### src/rtl/cbad_pkg.sv
package cbad_pkg;

    localparam int CMD_W  = 8;
    localparam int REG_AW = 7;
    localparam int BANK_W = 6;
    localparam int WORD_W = 16;
    localparam int BYTE_W = 8;

    typedef enum logic [1:0] {
        CL_RREAD  = 2'd0,
        CL_RWRITE = 2'd1,
        CL_MWRITE = 2'd2,
        CL_BAD    = 2'd3
    } cls_e;

    typedef enum logic [2:0] {
        ST_IDLE   = 3'd0,
        ST_FRAME  = 3'd1,
        ST_RDWAIT = 3'd2,
        ST_STREAM = 3'd3,
        ST_MWAIT  = 3'd4
    } st_e;

    typedef struct packed {
        cls_e              cls;
        logic [REG_AW-1:0] tgt;
    } cmd_t;

    function automatic cmd_t classify(input logic [CMD_W-1:0] c, input logic rd);
        cmd_t r;
        r.tgt = c[REG_AW-1:0];
        if (c[7])
            r.cls = rd ? CL_RREAD : CL_RWRITE;
        else if (!rd && !c[6])
            r.cls = CL_MWRITE;
        else
            r.cls = CL_BAD;
        return r;
    endfunction

    function automatic logic [BYTE_W-1:0] pick_byte(input logic [WORD_W-1:0] v,
                                                    input int unsigned idx);
        if (idx == 0)
            return v[WORD_W-1:BYTE_W];
        else if (idx == 1)
            return v[BYTE_W-1:0];
        else
            return '0;
    endfunction

endpackage

### src/rtl/cbad_cmd_decode.sv
module cbad_cmd_decode
    import cbad_pkg::*;
(
    input  logic [CMD_W-1:0] cmd,
    input  logic             is_read,
    output cmd_t             dec
);
    always_comb begin
        dec = classify(cmd, is_read);
    end
endmodule

### src/rtl/cbad_wr_packer.sv
module cbad_wr_packer
    import cbad_pkg::*;
#(
    parameter int CNT_W = 8
) (
    input  logic              clk,
    input  logic              rst,
    input  logic              clear,
    input  logic              take,
    input  logic [BYTE_W-1:0] din,
    output logic [CNT_W-1:0]  cnt_nxt,
    output logic [WORD_W-1:0] word_nxt
);
    localparam logic [CNT_W-1:0] ONE = CNT_W'(1);
    localparam logic [CNT_W-1:0] TOP = '1;

    logic [CNT_W-1:0]  cnt_q;
    logic [BYTE_W-1:0] hi_q, lo_q, hi_n, lo_n;

    always_comb begin
        cnt_nxt = cnt_q;
        hi_n    = hi_q;
        lo_n    = lo_q;
        if (take) begin
            if (cnt_q == '0)
                hi_n = din;
            if (cnt_q == ONE)
                lo_n = din;
            if (cnt_q != TOP)
                cnt_nxt = cnt_q + ONE;
        end
        word_nxt = {hi_n, lo_n};
    end

    always_ff @(posedge clk) begin
        if (rst || clear) begin
            cnt_q <= '0;
            hi_q  <= '0;
            lo_q  <= '0;
        end else begin
            cnt_q <= cnt_nxt;
            hi_q  <= hi_n;
            lo_q  <= lo_n;
        end
    end
endmodule

### src/rtl/cbad_rd_serializer.sv
module cbad_rd_serializer
    import cbad_pkg::*;
#(
    parameter int CNT_W = 8
) (
    input  logic              clk,
    input  logic              rst,
    input  logic              load,
    input  logic [WORD_W-1:0] value,
    input  logic [CNT_W-1:0]  len,
    output logic              out_valid,
    output logic [BYTE_W-1:0] out_byte,
    output logic              out_last
);
    localparam logic [CNT_W-1:0] ONE = CNT_W'(1);

    logic [CNT_W-1:0]  rem_q;
    logic [CNT_W-1:0]  idx_q;
    logic [WORD_W-1:0] val_q;

    always_ff @(posedge clk) begin
        if (rst) begin
            out_valid <= 1'b0;
            out_byte  <= '0;
            rem_q     <= '0;
            idx_q     <= '0;
            val_q     <= '0;
        end else if (load && len != '0) begin
            out_valid <= 1'b1;
            out_byte  <= pick_byte(value, 0);
            idx_q     <= ONE;
            rem_q     <= len - ONE;
            val_q     <= value;
        end else if (out_valid) begin
            if (rem_q == '0) begin
                out_valid <= 1'b0;
                out_byte  <= '0;
            end else begin
                out_byte <= pick_byte(val_q, 32'(idx_q));
                idx_q    <= idx_q + ONE;
                rem_q    <= rem_q - ONE;
            end
        end
    end

    assign out_last = out_valid && (rem_q == '0);
endmodule

### src/rtl/cbad_access_decoder.sv
module cbad_access_decoder
    import cbad_pkg::*;
#(
    parameter int CNT_W = 8
) (
    input  logic              clk,
    input  logic              rst,
    output logic              host_ready,
    input  logic              frm_start,
    input  logic              frm_is_read,
    input  logic [7:0]        frm_cmd,
    input  logic              frm_end,
    input  logic              pay_valid,
    input  logic [7:0]        pay_byte,
    output logic              stat_valid,
    output logic              stat_ok,
    output logic              rsp_valid,
    output logic [7:0]        rsp_byte,
    output logic              rrd_req,
    output logic [6:0]        rrd_addr,
    input  logic              rrd_ack,
    input  logic [15:0]       rrd_data,
    output logic              rwr_valid,
    output logic [6:0]        rwr_addr,
    output logic [15:0]       rwr_data,
    output logic              mem_begin,
    output logic [5:0]        mem_bank,
    output logic              mem_wvalid,
    output logic [7:0]        mem_wdata,
    output logic              mem_finish,
    output logic [CNT_W-1:0]  mem_len,
    input  logic              mem_ack,
    input  logic              mem_ok
);
    st_e               st_q;
    cmd_t              cmd_q;
    cmd_t              dec;
    logic [CNT_W-1:0]  len_q;
    logic [CNT_W-1:0]  cnt_nxt;
    logic [WORD_W-1:0] word_nxt;
    logic              in_frame, take, accept_start, ser_load, rsp_last;

    assign host_ready   = (st_q == ST_IDLE);
    assign in_frame     = (st_q == ST_FRAME);
    assign take         = in_frame && pay_valid;
    assign accept_start = host_ready && frm_start;
    assign ser_load     = (st_q == ST_RDWAIT) && rrd_ack;

    cbad_cmd_decode u_dec (
        .cmd     (frm_cmd),
        .is_read (frm_is_read),
        .dec     (dec)
    );

    cbad_wr_packer #(.CNT_W(CNT_W)) u_pack (
        .clk      (clk),
        .rst      (rst),
        .clear    (accept_start),
        .take     (take),
        .din      (pay_byte),
        .cnt_nxt  (cnt_nxt),
        .word_nxt (word_nxt)
    );

    cbad_rd_serializer #(.CNT_W(CNT_W)) u_ser (
        .clk       (clk),
        .rst       (rst),
        .load      (ser_load),
        .value     (rrd_data),
        .len       (len_q),
        .out_valid (rsp_valid),
        .out_byte  (rsp_byte),
        .out_last  (rsp_last)
    );

    always_ff @(posedge clk) begin
        if (rst) begin
            st_q       <= ST_IDLE;
            cmd_q      <= '0;
            len_q      <= '0;
            stat_valid <= 1'b0;
            stat_ok    <= 1'b0;
            rrd_req    <= 1'b0;
            rrd_addr   <= '0;
            rwr_valid  <= 1'b0;
            rwr_addr   <= '0;
            rwr_data   <= '0;
            mem_begin  <= 1'b0;
            mem_bank   <= '0;
            mem_wvalid <= 1'b0;
            mem_wdata  <= '0;
            mem_finish <= 1'b0;
            mem_len    <= '0;
        end else begin
            stat_valid <= 1'b0;
            rwr_valid  <= 1'b0;
            mem_begin  <= 1'b0;
            mem_wvalid <= take && (cmd_q.cls == CL_MWRITE);
            if (take)
                mem_wdata <= pay_byte;

            case (st_q)
                ST_IDLE: begin
                    if (frm_start) begin
                        cmd_q <= dec;
                        st_q  <= ST_FRAME;
                        if (dec.cls == CL_MWRITE) begin
                            mem_begin <= 1'b1;
                            mem_bank  <= dec.tgt[BANK_W-1:0];
                        end
                    end
                end
                ST_FRAME: begin
                    if (frm_end) begin
                        case (cmd_q.cls)
                            CL_RREAD: begin
                                rrd_req  <= 1'b1;
                                rrd_addr <= cmd_q.tgt;
                                len_q    <= cnt_nxt;
                                st_q     <= ST_RDWAIT;
                            end
                            CL_RWRITE: begin
                                rwr_valid  <= (cnt_nxt != '0);
                                rwr_addr   <= cmd_q.tgt;
                                rwr_data   <= word_nxt;
                                stat_valid <= 1'b1;
                                stat_ok    <= 1'b1;
                                st_q       <= ST_IDLE;
                            end
                            CL_MWRITE: begin
                                mem_finish <= 1'b1;
                                mem_len    <= cnt_nxt;
                                st_q       <= ST_MWAIT;
                            end
                            default: begin
                                stat_valid <= 1'b1;
                                stat_ok    <= 1'b0;
                                st_q       <= ST_IDLE;
                            end
                        endcase
                    end
                end
                ST_RDWAIT: begin
                    if (rrd_ack) begin
                        rrd_req <= 1'b0;
                        if (len_q == '0) begin
                            stat_valid <= 1'b1;
                            stat_ok    <= 1'b1;
                            st_q       <= ST_IDLE;
                        end else begin
                            st_q <= ST_STREAM;
                        end
                    end
                end
                ST_STREAM: begin
                    if (rsp_last) begin
                        stat_valid <= 1'b1;
                        stat_ok    <= 1'b1;
                        st_q       <= ST_IDLE;
                    end
                end
                ST_MWAIT: begin
                    if (mem_ack) begin
                        mem_finish <= 1'b0;
                        stat_valid <= 1'b1;
                        stat_ok    <= mem_ok;
                        st_q       <= ST_IDLE;
                    end
                end
                default: st_q <= ST_IDLE;
            endcase
        end
    end
endmodule

### config.mk
export PLATFORM = sky130hd
export DESIGN_NAME = cbad_access_decoder
export DESIGN_NICKNAME = d
export VERILOG_FILES = /design/src/rtl/cbad_pkg.sv /design/src/rtl/cbad_cmd_decode.sv /design/src/rtl/cbad_wr_packer.sv /design/src/rtl/cbad_rd_serializer.sv /design/src/rtl/cbad_access_decoder.sv
export SDC_FILE = /design/constraint.sdc
export NUM_CORES = 1
export LEC_CHECK = 0
export BUFFER_PORTS_ARGS = -buffer_cell sky130_fd_sc_hd__buf_4
export CAP_MARGIN = 20
export CORE_MARGIN = 2
export CORE_UTILIZATION = 45
export DETAILED_ROUTE_END_ITERATION = 10
export PLACE_DENSITY = 0.71
export SYNTH_ARGS = -nofsm -noshare
export SYNTH_HDL_FRONTEND = slang
export SYNTH_HIERARCHICAL = 1
export SYNTH_SLANG_ARGS = --single-unit
### constraint.sdc
create_clock -name clk -period 4.03 [get_ports clk]
set_input_delay 0.6045 -clock clk [delete_from_list [all_inputs] [get_ports clk]]
set_output_delay 0.6045 -clock clk [all_outputs]
set_load 0.005 [all_outputs]
==> run summary <==
Clock skew: 0.0101 ns
Hold/Removal Path Class: input pin to flip-flop
Post-route cell area: 8040 µm²
Clock transition at path regs: 0.06 ns
Number of antenna diodes: 0
# rows: 44
Max_cap viols: 0
First-pass DRT Iterations: 5
Area after DPL: 7350 µm²
DR vias: 5471
Cells after DPL: 975
M1 WL: 6.72 mm
Post-CTS Setup Bufs: 0
Syn Inst Count: 726
Wirelength per Cell: 15.2 µm
Hold_buf cts: 0
Sequential share of the synthesized area: 44.2%
CORE AREA: 14400 µm²
Top Metal Used: met4
Nets: 859
Final setup viols: 0
Global router's overall resource usage: 19.3%
Worst setup EP type: flip-flop
Synth top area share: 44.2%
Mean area per synthesized cell: 8.99 µm²
Hold Violations, Final: 0
Met2 wire len: 7.26 mm
Vias/cell: 5.44
Slew @ Worst Pin: 0.886 ns
RSZ-0062 raised after global routing: false
Clk sink count: 144
ANT nets after route: 0
Initial antenna violation count: 0
PortBufs: 109
F_max: 0.368 GHz
Slew margin rel.: 40.8%
Period utilization: 67.4%
H-tree depth: 4
Largest net degree at the start of global routing: 76
Pwr Total: 0.00357 W
Fin crit period: 2.72 ns
WP data required: 4.36 ns
Final Non-Filler Cells: 1006
Max VDD drop: 289 µV
Num ports: 110
Ys async rst share: 0%
Syn Nets: 774
Critical path peak fanout: 22
CTS max path bufs: 2
First-pass GRT wire length: 24.7 mm
CP arrival: 3.04 ns
Synthesis-to-layout area growth: 23.2%
Number of global-route vias before repair: 5097
Worst Setup Path Type: flip-flop to flip-flop
DRC: 0
Final wirelength: 15.3 mm
Final Max Tran Viols: 0
Gates resized, CTS repair: 0
P_leak: 3.42 nW
Share of post-route cells with drive strength above 1: 22.4%
TritonCTS Buffers: 17
Number of fill cells: 1311
Area leader, netlist: dfxtp_1
Power per cell area: 444 nW/µm²
Clock Tree Root: clkbuf_16
Routed wl met3: 1.02 mm
Synthesized area: 6530 µm²
Dpl hpwl: 10.3 mm
Initial Util: 45.4%
Clk_lat worst skew: 0.43 ns
Die area: 15500 µm²
CTS tree: done
Placer Congestion: 0.862
Synth top area cells: dfxtp_1 44%, mux2i_1 9.4%, nand2_1 8.1%
Synth top cells by count: 144 x dfxtp_1, 141 x nand2_1, 68 x nor2_1
Prevailing post-synth register cell: dfxtp_1
Setup TNS: 0 ns
Most common cell in the synthesized netlist: dfxtp_1
Die X: 124 µm
Utilization after layout: 55.9%
Flops & latches, synth: 144
Outcome: finished clean
Iteration-0 DRC Markers: 342
Synth warn: 6
Global route overflow: 0
CP startpoint kind: flip-flop
Post-synth cell types: 72
Post-synth EDFFs: 0
Die H: 124 µm
==> kinds of logic after synthesis <==
logic type / Yosys count / synth area share [%]
fa+ha+maj: 7 / 1.34
compound gates: 135 / 13.6
flops: 144 / 44.2
buf+inv: 65 / 5.39
mux: 79 / 13.2
simple gates: 284 / 20.7
xor+xnor: 12 / 1.61
==> through the flow <==
| stage | worst slack [ns] | hold slack, ns |
|---|---|---|
| floorplan | 1.31 | 0.431 |
| global placement | 1.43 | 0.443 |
| detailed placement | 1.38 | 0.447 |
| CTS | 1.38 | 0.408 |
| global route | 1.15 | 0.429 |
| finish | 1.31 | 0.421 |
==> layout by cell type, fill, tap and decap left out, types with 7 or more instances in the layout <==
cell type  synthesis  layout
a222oi_1           8       8
nor2_1            68      68
mux2_4            12      12
dfxtp_1          144     144
a22o_1             9       9
ha_1               7       7
nand2_1          141     141
o21ai_0            9       9
nand3_1            7       7
nand4_1            8       8
a21oi_1           66      66
mux2i_1           61      61
buf_4             10     116
inv_1             14      14
bufinv_16          0       7
nor3_1             7       7
clkbuf_16          0      17
==> worst max-delay path, cell delays in order (launching register included) <==
cell and delay [ns]:
dfxtp_1 0.70, and4bb_1 0.27, buf_4 0.25, o31ai_1 0.11, a22oi_1 0.20, ha_1 0.26
o311ai_0 0.26, nor3_1 0.26, xnor2_1 0.09, a211oi_1 0.22
==> power by group <==
part	leakage [nW]	total, W	switching (W)	internal [W]
clock network	0.331	0.00183	0.000596	0.00123
registers	1.16	0.00148	0.0000287	0.00145
logic	1.93	0.000261	0.000138	0.000123
==> final timing paths <==
kind	start	to	slack (ns)	depth (start not counted)
worst max-delay path	st_q[1]	u_ser/rem_q[6]	1.31	9
worst min-delay path	mem_ack	mem_finish	0.42	2
worst min register to register	u_ser/val_q[12]	u_ser/val_q[12]	0.45	2
worst max register to register	st_q[1]	u_ser/rem_q[6]	1.31	9
==> state kept, by name (all words and copies together), names as in the netlist <==
name	count
len_q	8
u_pack/hi_q	8
rwr_data	16
rrd_req	1
mem_wvalid	1
u_pack/cnt_q	8
stat_ok	1
mem_wdata	8
mem_finish	1
st_q	3
u_ser/val_q	16
mem_len	8
mem_begin	1
rwr_addr	7
rwr_valid	1
u_ser/rem_q	8
u_ser/out_byte	8
rrd_addr	7
mem_bank	6
cmd_q	9
u_ser/idx_q	8
u_ser/out_valid	1
u_pack/lo_q	8
stat_valid	1
==> metal layers <==
metal | vias to the layer above | GRT usage (%)
li1 | 2712 | -
met1 | 2573 | 23.3
met2 | 160 | 31.9
met3 | 26 | 5.97
met4 | 0 | 7.93
met5 | - | 0
==> final cells by class <==
cell class              count  area [µm²]  area share [%]
flip-flops and latches    144        2880            35.9
repair buffers            117         882            11.0
clock buffers              20         447            5.56
inverters                  14        52.6           0.654
clock inverters            10         233            2.90
well taps                 184         230            2.86
multi-input cells         517        3310            41.2
No activity file was read; power rests on OpenSTA's default activity.
